**src/rtl/tsync_pkg.sv**
```systemverilog
package tsync_pkg;
  localparam int CNT_W = 32;

  typedef enum logic [3:0] {
    EV_PUSH = 4'd0,
    EV_ROLL = 4'd1,
    EV_HALF = 4'd2,
    EV_PIN  = 4'd3,
    EV_RX   = 4'd4,
    EV_TX   = 4'd5
  } evt_type_e;

  typedef struct packed {
    logic [CNT_W-1:0] ts;
    logic [4:0]       port;
    logic [3:0]       etype;
    logic [3:0]       msg;
    logic [15:0]      seq;
  } evt_t;

  // register word indices (byte offset / 4)
  localparam logic [5:0] W_ID    = 6'd0;
  localparam logic [5:0] W_CTRL  = 6'd1;
  localparam logic [5:0] W_PUSH  = 6'd3;
  localparam logic [5:0] W_LDVAL = 6'd4;
  localparam logic [5:0] W_LDEN  = 6'd5;
  localparam logic [5:0] W_RAW   = 6'd8;
  localparam logic [5:0] W_MSK   = 6'd9;
  localparam logic [5:0] W_IE    = 6'd10;
  localparam logic [5:0] W_POP   = 6'd12;
  localparam logic [5:0] W_LO    = 6'd13;
  localparam logic [5:0] W_HI    = 6'd14;
endpackage

```
**src/rtl/tsync_pin_sync.sv**
```systemverilog
module tsync_pin_sync #(
  parameter int STAGES = 2
) (
  input  logic clk_i,
  input  logic rst_ni,
  input  logic pin_i,
  output logic rise_o
);
  logic [STAGES-1:0] sync_q;
  logic              prev_q;

  always_ff @(posedge clk_i or negedge rst_ni) begin
    if (!rst_ni) begin
      sync_q <= '0;
      prev_q <= 1'b0;
    end else begin
      sync_q <= {sync_q[STAGES-2:0], pin_i};
      prev_q <= sync_q[STAGES-1];
    end
  end

  assign rise_o = sync_q[STAGES-1] & ~prev_q;

  assert_rise_pulse_R5: assert property (@(posedge clk_i) disable iff (!rst_ni)
    rise_o |=> !rise_o);
endmodule

```
**src/rtl/tsync_src_arb.sv**
```systemverilog
module tsync_src_arb
  import tsync_pkg::*;
#(
  parameter int NSRC = 9
) (
  input  logic            clk_i,
  input  logic            rst_ni,
  input  logic [NSRC-1:0] fire_i,
  input  evt_t            evt_i [NSRC],
  input  logic            full_i,
  output logic            wr_o,
  output evt_t            wdata_o,
  output logic            lost_o
);
  evt_t            pend_q [NSRC];
  logic [NSRC-1:0] pv_q;
  logic [NSRC-1:0] grant;

  // lowest index wins
  always_comb begin
    grant = '0;
    for (int k = 0; k < NSRC; k++)
      if (pv_q[k] && grant == '0) grant[k] = 1'b1;
  end

  always_comb begin
    wdata_o = '0;
    for (int k = 0; k < NSRC; k++)
      if (grant[k]) wdata_o = pend_q[k];
  end

  assign wr_o   = (|grant) && !full_i;
  assign lost_o = ((|grant) && full_i) || (|(fire_i & pv_q & ~grant));

  always_ff @(posedge clk_i or negedge rst_ni) begin
    if (!rst_ni) begin
      pv_q <= '0;
      for (int k = 0; k < NSRC; k++) pend_q[k] <= '0;
    end else begin
      for (int k = 0; k < NSRC; k++) begin
        if (fire_i[k] && (!pv_q[k] || grant[k])) begin
          pv_q[k]   <= 1'b1;
          pend_q[k] <= evt_i[k];
        end else if (grant[k]) begin
          pv_q[k] <= 1'b0;
        end
      end
    end
  end

  assert_one_grant_R7: assert property (@(posedge clk_i) disable iff (!rst_ni)
    $onehot0(grant));
  assert_pend_hold_R7: assert property (@(posedge clk_i) disable iff (!rst_ni)
    1'b1 |=> (($past(pv_q & ~grant) & ~pv_q) == '0));
endmodule

```
**src/rtl/tsync_evt_fifo.sv**
```systemverilog
module tsync_evt_fifo
  import tsync_pkg::*;
#(
  parameter int DEPTH = 16
) (
  input  logic clk_i,
  input  logic rst_ni,
  input  logic wr_i,
  input  evt_t wdata_i,
  input  logic rd_i,
  output evt_t head_o,
  output logic empty_o,
  output logic full_o
);
  localparam int AW = $clog2(DEPTH);

  evt_t        mem [DEPTH];
  logic [AW:0] wp_q, rp_q;
  logic        wr_ok, rd_ok;

  assign empty_o = (wp_q == rp_q);
  assign full_o  = (wp_q[AW] != rp_q[AW]) && (wp_q[AW-1:0] == rp_q[AW-1:0]);
  assign wr_ok   = wr_i && !full_o;
  assign rd_ok   = rd_i && !empty_o;
  assign head_o  = empty_o ? '0 : mem[rp_q[AW-1:0]];

  always_ff @(posedge clk_i) begin
    if (wr_ok) mem[wp_q[AW-1:0]] <= wdata_i;
  end

  always_ff @(posedge clk_i or negedge rst_ni) begin
    if (!rst_ni) begin
      wp_q <= '0;
      rp_q <= '0;
    end else begin
      if (wr_ok) wp_q <= wp_q + 1'b1;
      if (rd_ok) rp_q <= rp_q + 1'b1;
    end
  end

  assert_wr_not_full_R9: assert property (@(posedge clk_i) disable iff (!rst_ni)
    wr_i |-> !full_o);
  assert_level_bound_R8: assert property (@(posedge clk_i) disable iff (!rst_ni)
    (wp_q - rp_q) <= (AW+1)'(DEPTH));
endmodule

```
**src/rtl/tsync_evt_unit.sv**
```systemverilog
module tsync_evt_unit
  import tsync_pkg::*;
#(
  parameter logic [31:0] ID_VAL      = 32'h7E51_0102,
  parameter int          DEPTH       = 16,
  parameter int          NPIN        = 4,
  parameter int          SYNC_STAGES = 2
) (
  input  logic        clk_i,
  input  logic        rst_ni,
  input  logic        wr_en_i,
  input  logic [7:0]  addr_i,
  input  logic [31:0] wdata_i,
  output logic [31:0] rdata_o,
  input  logic [3:0]  hw_pin_i,
  input  logic        rx_evt_i,
  input  logic [4:0]  rx_port_i,
  input  logic [3:0]  rx_msg_i,
  input  logic [15:0] rx_seq_i,
  input  logic        tx_evt_i,
  input  logic [4:0]  tx_port_i,
  input  logic [3:0]  tx_msg_i,
  input  logic [15:0] tx_seq_i,
  output logic        irq_o
);
  localparam int NSRC     = NPIN + 5;
  localparam int SRC_SW   = 0;
  localparam int SRC_RX   = NPIN + 1;
  localparam int SRC_TX   = NPIN + 2;
  localparam int SRC_ROLL = NPIN + 3;
  localparam int SRC_HALF = NPIN + 4;
  localparam logic [CNT_W-1:0] ALL1 = '1;
  localparam logic [CNT_W-1:0] HALF_M1 = {1'b0, {(CNT_W-1){1'b1}}};
  localparam logic [CNT_W-1:0] HALF_V  = {1'b1, {(CNT_W-1){1'b0}}};

  logic [CNT_W-1:0] cnt_q, ldval_q;
  logic             en_q, itest_q, ie_q, ovf_q;
  logic [NPIN-1:0]  pen_q, rise;
  logic [5:0]       word;
  logic             aligned;
  logic             wr_ctrl, wr_push, wr_ldval, wr_ldld, wr_raw, wr_ie, wr_pop;
  logic             load, raw0;
  logic [NSRC-1:0]  fire;
  evt_t             src_evt [NSRC];
  evt_t             fifo_wdata, head;
  logic             fifo_wr, fifo_empty, fifo_full, lost;

  assign word     = addr_i[7:2];
  assign aligned  = (addr_i[1:0] == 2'b00);
  assign wr_ctrl  = wr_en_i && aligned && word == W_CTRL;
  assign wr_push  = wr_en_i && aligned && word == W_PUSH  && wdata_i[0];
  assign wr_ldval = wr_en_i && aligned && word == W_LDVAL;
  assign wr_ldld  = wr_en_i && aligned && word == W_LDEN  && wdata_i[0];
  assign wr_raw   = wr_en_i && aligned && word == W_RAW;
  assign wr_ie    = wr_en_i && aligned && word == W_IE;
  assign wr_pop   = wr_en_i && aligned && word == W_POP   && wdata_i[0];
  assign load     = wr_ldld;

  always_ff @(posedge clk_i or negedge rst_ni) begin
    if (!rst_ni) begin
      cnt_q   <= '0;
      ldval_q <= '0;
      en_q    <= 1'b0;
      itest_q <= 1'b0;
      pen_q   <= '0;
      ie_q    <= 1'b0;
      ovf_q   <= 1'b0;
    end else begin
      if (load)      cnt_q <= ldval_q;
      else if (en_q) cnt_q <= cnt_q + 1'b1;
      if (wr_ldval)  ldval_q <= wdata_i;
      if (wr_ctrl) begin
        en_q    <= wdata_i[0];
        itest_q <= wdata_i[1];
        pen_q   <= wdata_i[8 +: NPIN];
      end
      if (wr_ie) ie_q <= wdata_i[0];
      if (lost)                     ovf_q <= 1'b1;
      else if (wr_raw && wdata_i[1]) ovf_q <= 1'b0;
    end
  end

  // event sources
  always_comb begin
    src_evt[SRC_SW]   = '{ts: cnt_q, port: 5'd0, etype: EV_PUSH, msg: 4'd0, seq: 16'd0};
    src_evt[SRC_RX]   = '{ts: cnt_q, port: rx_port_i, etype: EV_RX, msg: rx_msg_i, seq: rx_seq_i};
    src_evt[SRC_TX]   = '{ts: cnt_q, port: tx_port_i, etype: EV_TX, msg: tx_msg_i, seq: tx_seq_i};
    src_evt[SRC_ROLL] = '{ts: '0, port: 5'd0, etype: EV_ROLL, msg: 4'd0, seq: 16'd0};
    src_evt[SRC_HALF] = '{ts: HALF_V, port: 5'd0, etype: EV_HALF, msg: 4'd0, seq: 16'd0};
    fire[SRC_SW]      = en_q && wr_push;
    fire[SRC_RX]      = en_q && rx_evt_i;
    fire[SRC_TX]      = en_q && tx_evt_i;
    fire[SRC_ROLL]    = en_q && !load && cnt_q == ALL1;
    fire[SRC_HALF]    = en_q && !load && cnt_q == HALF_M1;
    for (int i = 0; i < NPIN; i++) begin
      src_evt[1+i] = '{ts: cnt_q, port: 5'(i+1), etype: EV_PIN, msg: 4'd0, seq: 16'd0};
      fire[1+i]    = en_q && pen_q[i] && rise[i];
    end
  end

  for (genvar g = 0; g < NPIN; g++) begin : g_pin
    tsync_pin_sync #(.STAGES(SYNC_STAGES)) u_sync (
      .clk_i  (clk_i),
      .rst_ni (rst_ni),
      .pin_i  (hw_pin_i[g]),
      .rise_o (rise[g])
    );
  end

  tsync_src_arb #(.NSRC(NSRC)) u_arb (
    .clk_i   (clk_i),
    .rst_ni  (rst_ni),
    .fire_i  (fire),
    .evt_i   (src_evt),
    .full_i  (fifo_full),
    .wr_o    (fifo_wr),
    .wdata_o (fifo_wdata),
    .lost_o  (lost)
  );

  tsync_evt_fifo #(.DEPTH(DEPTH)) u_fifo (
    .clk_i   (clk_i),
    .rst_ni  (rst_ni),
    .wr_i    (fifo_wr),
    .wdata_i (fifo_wdata),
    .rd_i    (wr_pop),
    .head_o  (head),
    .empty_o (fifo_empty),
    .full_o  (fifo_full)
  );

  assign raw0  = !fifo_empty || itest_q;
  assign irq_o = raw0 && ie_q;

  always_comb begin
    rdata_o = '0;
    if (aligned) begin
      case (word)
        W_ID:    rdata_o = ID_VAL;
        W_CTRL: begin
          rdata_o[0]         = en_q;
          rdata_o[1]         = itest_q;
          rdata_o[8 +: NPIN] = pen_q;
        end
        W_LDVAL: rdata_o = ldval_q;
        W_RAW:   rdata_o = {30'd0, ovf_q, raw0};
        W_MSK:   rdata_o = {31'd0, irq_o};
        W_IE:    rdata_o = {31'd0, ie_q};
        W_LO:    rdata_o = head.ts;
        W_HI:    rdata_o = {3'd0, head.port, head.etype, head.msg, head.seq};
        default: rdata_o = '0;
      endcase
    end
  end

  assert_cnt_inc_R2: assert property (@(posedge clk_i) disable iff (!rst_ni)
    (en_q && !load) |=> cnt_q == $past(cnt_q) + 1'b1);
  assert_cnt_hold_R11: assert property (@(posedge clk_i) disable iff (!rst_ni)
    (!en_q && !load) |=> $stable(cnt_q));
  assert_irq_on_write_R10: assert property (@(posedge clk_i) disable iff (!rst_ni)
    (fifo_wr && ie_q && !wr_ie) |=> irq_o);
  assert_no_event_off_R11: assert property (@(posedge clk_i) disable iff (!rst_ni)
    !en_q |-> fire == '0);
endmodule

```
**config.mk**
```make
export PLATFORM = sky130hd
export DESIGN_NAME = tsync_evt_unit
export DESIGN_NICKNAME = d
export VERILOG_FILES = /design/src/rtl/tsync_pkg.sv /design/src/rtl/tsync_pin_sync.sv /design/src/rtl/tsync_src_arb.sv /design/src/rtl/tsync_evt_fifo.sv /design/src/rtl/tsync_evt_unit.sv
export SDC_FILE = /design/constraint.sdc
export NUM_CORES = 2
export LEC_CHECK = 0
export BUFFER_PORTS_ARGS = -buffer_cell sky130_fd_sc_hd__buf_4
export CAP_MARGIN = 20
export CORE_MARGIN = 1
export CORE_UTILIZATION = 45
export CTS_BUF_LIST = sky130_fd_sc_hd__clkbuf_8
export DETAILED_ROUTE_END_ITERATION = 6
export SLEW_MARGIN = 20
export SYNTH_ARGS = -nofsm -noshare
export SYNTH_HDL_FRONTEND = slang
export SYNTH_SLANG_ARGS = --single-unit
```
**constraint.sdc**
```tcl
create_clock -name clk_i -period 6.9 [get_ports clk_i]
set_clock_uncertainty 0.1 [all_clocks]
set_input_delay 1.38 -clock clk_i [delete_from_list [all_inputs] [get_ports clk_i]]
set_output_delay 1.38 -clock clk_i [all_outputs]
set_load 0.02 [all_outputs]
```
[After elaboration in Yosys (flattened, before gate mapping)]
Memory sizes are Yosys's and may differ from the RTL's.
Cells that the tools add are included.
Cells by class
  add/subtract/negate cells: 3
  multipliers: 0
  div/mod/pow operators: 0
  magnitude comparators: 0
  equality and inequality tests: 15
  shifts and indexed selects: 0
  muxes and demuxes: 48
  bitwise gates (word level): 12
  reduce and logical (&&, ||, !) cells: 94
Operators by type and width (number)
  two-way mux 61 bit: 10
  two-way mux 32 bit: 3
  case mux 20 bit (4 select lines): 1
  logical AND 1 bit: 49
  equality test 6 x 4 -> 1 bit (second input constant): 6
  adder 32 x 1 -> 32 bit (second input constant): 1
  equality test 32 x 31 -> 1 bit (second input constant): 1
  equality test 32 bit (second input constant): 1
  two-way mux 1 bit: 31
  nonzero test 2 bit: 11
  case mux 4 bit (5 select lines): 1
  AND 9 bit: 2
  case mux 6 bit (3 select lines): 1
  OR reduction 9 bit: 2
  case mux 2 bit (8 select lines): 1
  equality test 6 x 3 -> 1 bit (second input constant): 2
  logical NOT 1 bit: 12
  logical NOT 6 bit: 2
  logical OR 1 bit: 11
  adder 5 x 1 -> 5 bit (second input constant): 2
  inverter 9 bit: 1
  logical NOT 8 bit: 1
  logical NOT 7 bit: 1
  equality test 6 x 1 -> 1 bit (second input constant): 1
  10 further kinds: 18
Storage, ports and cells
  bits in registers: 388
  bits in latches: 0
  memory bits (writable): 976
  ROM bits: 0
  bits of input ports: 99
  output and inout bits: 33
  memories kept: 1
Memory list
  u_fifo.mem: depth 16, bits a word 61, rd ports 1, clocked after memory_dff 0, wr ports 1, RTL line tsync_evt_fifo.sv:17  | evt_t mem [DEPTH];

[Logic depth before layout (Yosys ltp)]
  word-level depth: 30
  mapped depth: 10
  mapped depth without buffers: 7

[Cells and area by module]
From an unflattened synthesis, not the netlist that was laid out.
Second synthesis, totals
  cell total of the unflattened synthesis: 4098
  area total of the unflattened synthesis: 68575.8 um^2
By module, submodules not included
  tsync_evt_fifo: instances 1, cells each 1566, area each 37258.2 um^2
  tsync_src_arb: instances 1, cells each 2087, area each 26765.7 um^2
  tsync_evt_unit: instances 1, cells each 429, area each 4196.5 um^2
  tsync_pin_sync: instances 4, cells each 4, area each 88.8 um^2

[Least setup slack after synthesis]
Ideal clock, no wire load.
  path type: reg2reg
  start: reg u_fifo.wp_q[2]
  end: mem u_fifo.mem[3][0] in the netlist's numbering, enable pin
  arrival: 5574 ps
  slack: 674 ps
  cell stages (with the launch flop): 7
  path buffers: 1
  cells stage by stage: dfrtp_1 > buf_2 > xnor2_1 > and4_1 > a21oi_1 > nand2_1 > nor3_1
Between the ends
  cells in the longest elaborated chain, start to end: 7
RTL lines
  start: declaration: RTL line tsync_evt_fifo.sv:18  | logic [AW:0] wp_q, rp_q;
  start signal: assignment: RTL line tsync_evt_fifo.sv:36  | if (wr_ok) wp_q <= wp_q + 1'b1;
  equality test 4 bit: RTL line tsync_evt_fifo.sv:22  | assign full_o = (wp_q[AW] != rp_q[AW]) && (wp_q[AW-1:0] == rp_q[AW-1:0]);
  logical AND 1 bit: RTL line tsync_evt_fifo.sv:22
  logical NOT 1 bit: RTL line tsync_src_arb.sv:32, tsync_evt_fifo.sv:23
  logical AND 1 bit: RTL line tsync_src_arb.sv:32  | assign wr_o = (|grant) && !full_i;
  logical AND 1 bit: RTL line tsync_evt_fifo.sv:23  | assign wr_ok = wr_i && !full_o;
  two-way mux 1 bit: RTL line tsync_evt_fifo.sv:28  | if (wr_ok) mem[wp_q[AW-1:0]] <= wdata_i;
  two-way mux 1 bit (not written as such): RTL line tsync_evt_fifo.sv:28
  end: declaration: RTL line tsync_evt_fifo.sv:17
Parallel ways exist; a longest one is shown, timed or not.

[Final worst setup path]
  start: reg u_fifo.rp_q[3]
  end: out rdata_o[2]
Between the ends
  cells in the longest elaborated chain, start to end: 4
RTL lines
  start: declaration: RTL line tsync_evt_fifo.sv:18
  start signal: assignment: RTL line tsync_evt_fifo.sv:37  | if (rd_ok) rp_q <= rp_q + 1'b1;
  memory (16 x 61 bit) / equality test 5 bit (equally long branches)
  two-way mux 61 bit (*): RTL line tsync_evt_fifo.sv:25  | assign head_o = empty_o ? '0 : mem[rp_q[AW-1:0]];
  case mux 6 bit (3 select lines) (*): RTL line tsync_evt_unit.sv:138  | case (word)
  two-way mux 32 bit (*): RTL line tsync_evt_unit.sv:137  | if (aligned) begin
  end: declaration: RTL line tsync_evt_unit.sv:14  | output logic [31:0] rdata_o,
Mark *: on every way between the ends. The rest lies on a longest branch, timed or not.

==> out/summary.md <==
- 45.5% — initial core utilization
- 0 — number of max-capacitance violations reported
- 0 — number of setup violations in the final report
- 960 — number of synthesized flops with an enable pin
- false — unrepaired setup endpoints after global routing
- 0 — antenna viol nets, final
- 1345 — TritonCTS Sinks
- 25 — CP max FO
- 0.0167 W — Power Total
- 53.5% — area fraction of the dominant cell type after synthesis
- 186 — largest net degree at the start of global routing
- 53900 um2 — post-synth design cell area
- multiplexers — main combinational cell family by area after synthesis
- g_pin[1].u_sync.sync_q[1] — worst-case hold path end point
- 12.9% — growth of design area from synthesis to finish
- 22.0% — normalized max-slew margin
- 121000 um2 — die area
- 3.74% — area fraction in and, or, nand and nor cells after synthesis
- 0 — cts-stage hold buffer count
- 5.14% — complex-gate fraction of the synthesized area
- 3303 — number of nets in the finished design
- 275 nW/um2 — power density over the cells
- 4 — count of H-tree levels built during CTS
- 3 — maximum root-to-sink buffer count
- 0 — # resized after CTS
- 0.715% — xor-xnor portion of the synthesized cell area
- sky130_fd_sc_hd__edfxtp_1 — most common flop cell mapped by yosys
- 118000 um2 — core region area
- 1345 — synthesis-stage register bit count
- 4.51 ns — Worst EP arrival
- 86.8% — final critical-path share of the clock period
- 348 um — Die X
- 126 — number of rows created at floorplan
- 5.96 — Via density
- output pin — endpoint kind of the worst setup timing path
- 348 um — die height
- 21.3 nW — static power due to leakage
- 218000 um — first-pass GRT wire length
- 0 — cell depth of the worst hold path
- 0.139% — share of synthesized cell area in full adder, half adder and majority cells
- 51.4% — Post-Route Utilization
- 0 — total of warnings raised by yosys
- built — CTS tree
- 3217 — 1st-iter DRT viols
- 3002 — Post-Synthesis Cells
- u_fifo.rp_q[3] — startpoint of the worst-slack reg-to-reg timing path
- 0 — post-CTS repair timing setup buffer count
- 0.932 — final weighted congestion in routability-driven placement
- sky130_fd_sc_hd__edfxtp_1, sky130_fd_sc_hd__dfrtp_1, sky130_fd_sc_hd__mux4_2, sky130_fd_sc_hd__mux2_2, sky130_fd_sc_hd__a22oi_1 — largest cells by area after synthesis
- 3107 — Post-Synthesis Net Count
- 5.99 ns — fin crit period
- g_pin[1].u_sync.sync_q[0] — origin of the worst min-delay path
- 0 — count of unresolved DRC violations after routing
- 203 — number of CTS-inserted buffers
- 25.3% — Total GRT Usage
- 6 — number of antenna violations at the first check in global routing
- sky130_fd_sc_hd__edfxtp_1 — cell type with the largest total area after synthesis
- 31.5% — fraction of final layout cells with drive strength greater than 1
- 132 — I/O pin cnt
- flop to output pin — class of the most critical setup path
- 0.88 ns — clock insertion delay at the later pin of the skew report
- 5.42 ns — Worst Path Required
- 17.1% — multiplexer area fraction after synthesis
- 0.06 ns — clock transition time at the flip-flop clock pins of the worst setup and hold paths
- flop to flop — hold crit path type
- 6 — DR pass1 iterations
- sky130_fd_sc_hd__clkbuf_8 — clk root buf
- 17.9 um2 — mean instance size in the synthesized netlist
- 62 — Unique masters post-synth
- 28.6% — Post-synth ARST share
- 167 MHz — peak clock frequency supported by timing
- 131 — Port-buffer cells
- flop — Setup crit start kind
- 0 — Hold Violations, Final
- 2.34 ns — setup slack, reg-to-reg
- u_fifo.mem[3][13] — Crit Reg-Reg Endpoint
- 30.5 um — average detailed-routed wire length per instance
- 30927 — number of global-route vias before repair
- 152000 um — Routed WL
- 0 — global-route congestion overflow total
- 91400 um — post-detailed-placement half-perimeter wirelength
- 1.17 ns — measured slew at the worst slew-check pin
- 222 uV — Worst VDD drop
- 29667 — total number of vias
- 7 — Register-to-Register Path Depth
- 0 — total count of max-transition violations in the final report
- completed — run status
- 71.4% — post-synthesis sequential area ratio
- sky130_fd_sc_hd__edfxtp_1, sky130_fd_sc_hd__dfrtp_1, sky130_fd_sc_hd__mux4_2 — leading cell types in the layout, fill and taps excluded
- 0 ns — Setup TNS
- sky130_fd_sc_hd__edfxtp_1 — leading cell type in the layout, fill and taps excluded
## cell usage after synthesis (3+ instances only)
library cell,n
sky130_fd_sc_hd__edfxtp_1,960
sky130_fd_sc_hd__dfrtp_1,385
sky130_fd_sc_hd__mux4_2,257
sky130_fd_sc_hd__nand2_1,241
sky130_fd_sc_hd__mux2_2,216
sky130_fd_sc_hd__a22oi_1,132
sky130_fd_sc_hd__clkbuf_1,122
sky130_fd_sc_hd__o21ai_0,87
sky130_fd_sc_hd__buf_2,70
sky130_fd_sc_hd__a21oi_1,66
sky130_fd_sc_hd__nor2_1,60
sky130_fd_sc_hd__mux2_4,55
sky130_fd_sc_hd__a221oi_1,30
sky130_fd_sc_hd__a22o_1,26
sky130_fd_sc_hd__xnor2_1,25
sky130_fd_sc_hd__a211oi_1,23
sky130_fd_sc_hd__nor2b_1,20
sky130_fd_sc_hd__nor3_1,19
sky130_fd_sc_hd__xor2_1,19
sky130_fd_sc_hd__a221o_1,17
sky130_fd_sc_hd__nand3_1,16
sky130_fd_sc_hd__mux2i_1,15
sky130_fd_sc_hd__nand4_1,15
sky130_fd_sc_hd__nand2b_1,14
sky130_fd_sc_hd__inv_1,11
sky130_fd_sc_hd__and3_1,9
sky130_fd_sc_hd__buf_1,9
sky130_fd_sc_hd__or2_2,7
sky130_fd_sc_hd__and2_1,6
sky130_fd_sc_hd__buf_6,6
sky130_fd_sc_hd__ha_1,6
sky130_fd_sc_hd__nor4_1,6
sky130_fd_sc_hd__a211o_1,4
sky130_fd_sc_hd__and4b_1,4
sky130_fd_sc_hd__and4_1,3
sky130_fd_sc_hd__o211ai_1,3
sky130_fd_sc_hd__or3_1,3
## sequential cells by signal, summed over array words and instances, names as in the netlist
signal / count
u_fifo.rp_q: 5
u_fifo.mem: 960
cnt_q: 32
en_q: 1
g_pin.u_sync.sync_q: 8
ldval_q: 32
itest_q: 1
u_arb.pend_q: 282
ie_q: 1
g_pin.u_sync.prev_q: 4
ovf_q: 1
u_arb.pv_q: 9
u_fifo.wp_q: 5
pen_q: 4
## report_power, final
group          total [W]  leakage, nW  internal (W)  switching (W)
Sequential       0.00939         13.0       0.00902       0.000361
Clock            0.00634         2.31       0.00326        0.00308
Combinational   0.000976         5.98      0.000500       0.000475
## metrics by stage
step / instance area (um2) / cells / setup slack, ns / hold slack, ns
detailed placement: 56800 / 4591 / 1.21 / 0.236
floorplan: 53900 / 3002 / 0.674 / 0.231
finish: 60800 / 4976 / 0.912 / 0.248
global route: 60800 / 4975 / 0.578 / 0.231
global placement: 56800 / 4591 / 1.44 / 0.240
CTS: 60800 / 4972 / 0.843 / 0.208
## per-layer routing
layer / vias to the layer above / part of all wire [%] / GRT usage [%]
li1: 12306 / - / -
met1: 15767 / 40 / 33.7
met2: 1327 / 48 / 40.3
met3: 263 / 8.7 / 6.36
met4: 4 / 3.4 / 9.21
met5: - / 0.016 / 0
## worst max path at each step
stage | startpoint | endpoint | slack [ns]
2_1_floorplan | u_fifo.wp_q[2] | u_fifo.mem[3][0] | 0.67
3_3_place_gp | addr_i[2] | rdata_o[2] | 1.44
3_5_place_dp | addr_i[2] | rdata_o[2] | 1.21
4_1_cts | u_fifo.rp_q[3] | rdata_o[15] | 0.84
5_1_grt | u_fifo.rp_q[0] | rdata_o[1] | 0.58
6_report | u_fifo.rp_q[3] | rdata_o[2] | 0.91
## area by class of cell
cell class                 instances  area (um2)
tap                             1600        2000
timing repair buffer             199        1680
inverter                          13        48.8
clock buffer                     231        3180
antenna                            2        5.00
fill                            9569       57600
sequential                      1345       38500
clock inverter                   150         806
multi-input combinational       1436       14600
## worst max-delay path: stages (launching register included)
cell and delay, ns:
sky130_fd_sc_hd__dfrtp_2 1.11, sky130_fd_sc_hd__xnor2_1 0.17, sky130_fd_sc_hd__and4_1 0.31, sky130_fd_sc_hd__a21oi_1 0.59, sky130_fd_sc_hd__nand2_1 0.60, sky130_fd_sc_hd__a211oi_1 0.49, sky130_fd_sc_hd__a221o_1 0.21, sky130_fd_sc_hd__buf_4 0.15
## logic make-up (layout without fill, tap and decap cells)
family                     Yosys count  after routing
adders and majority gates            6              6
other                                0              2
buffers and inverters              221            593
DFF                               1345           1345
AOI/OAI and AO/OA                  403            403
muxes                              543            543
and+or+nand+nor                    440            440
xor gates and xnor gates            44             44
(Power assumes the default switching activity.)
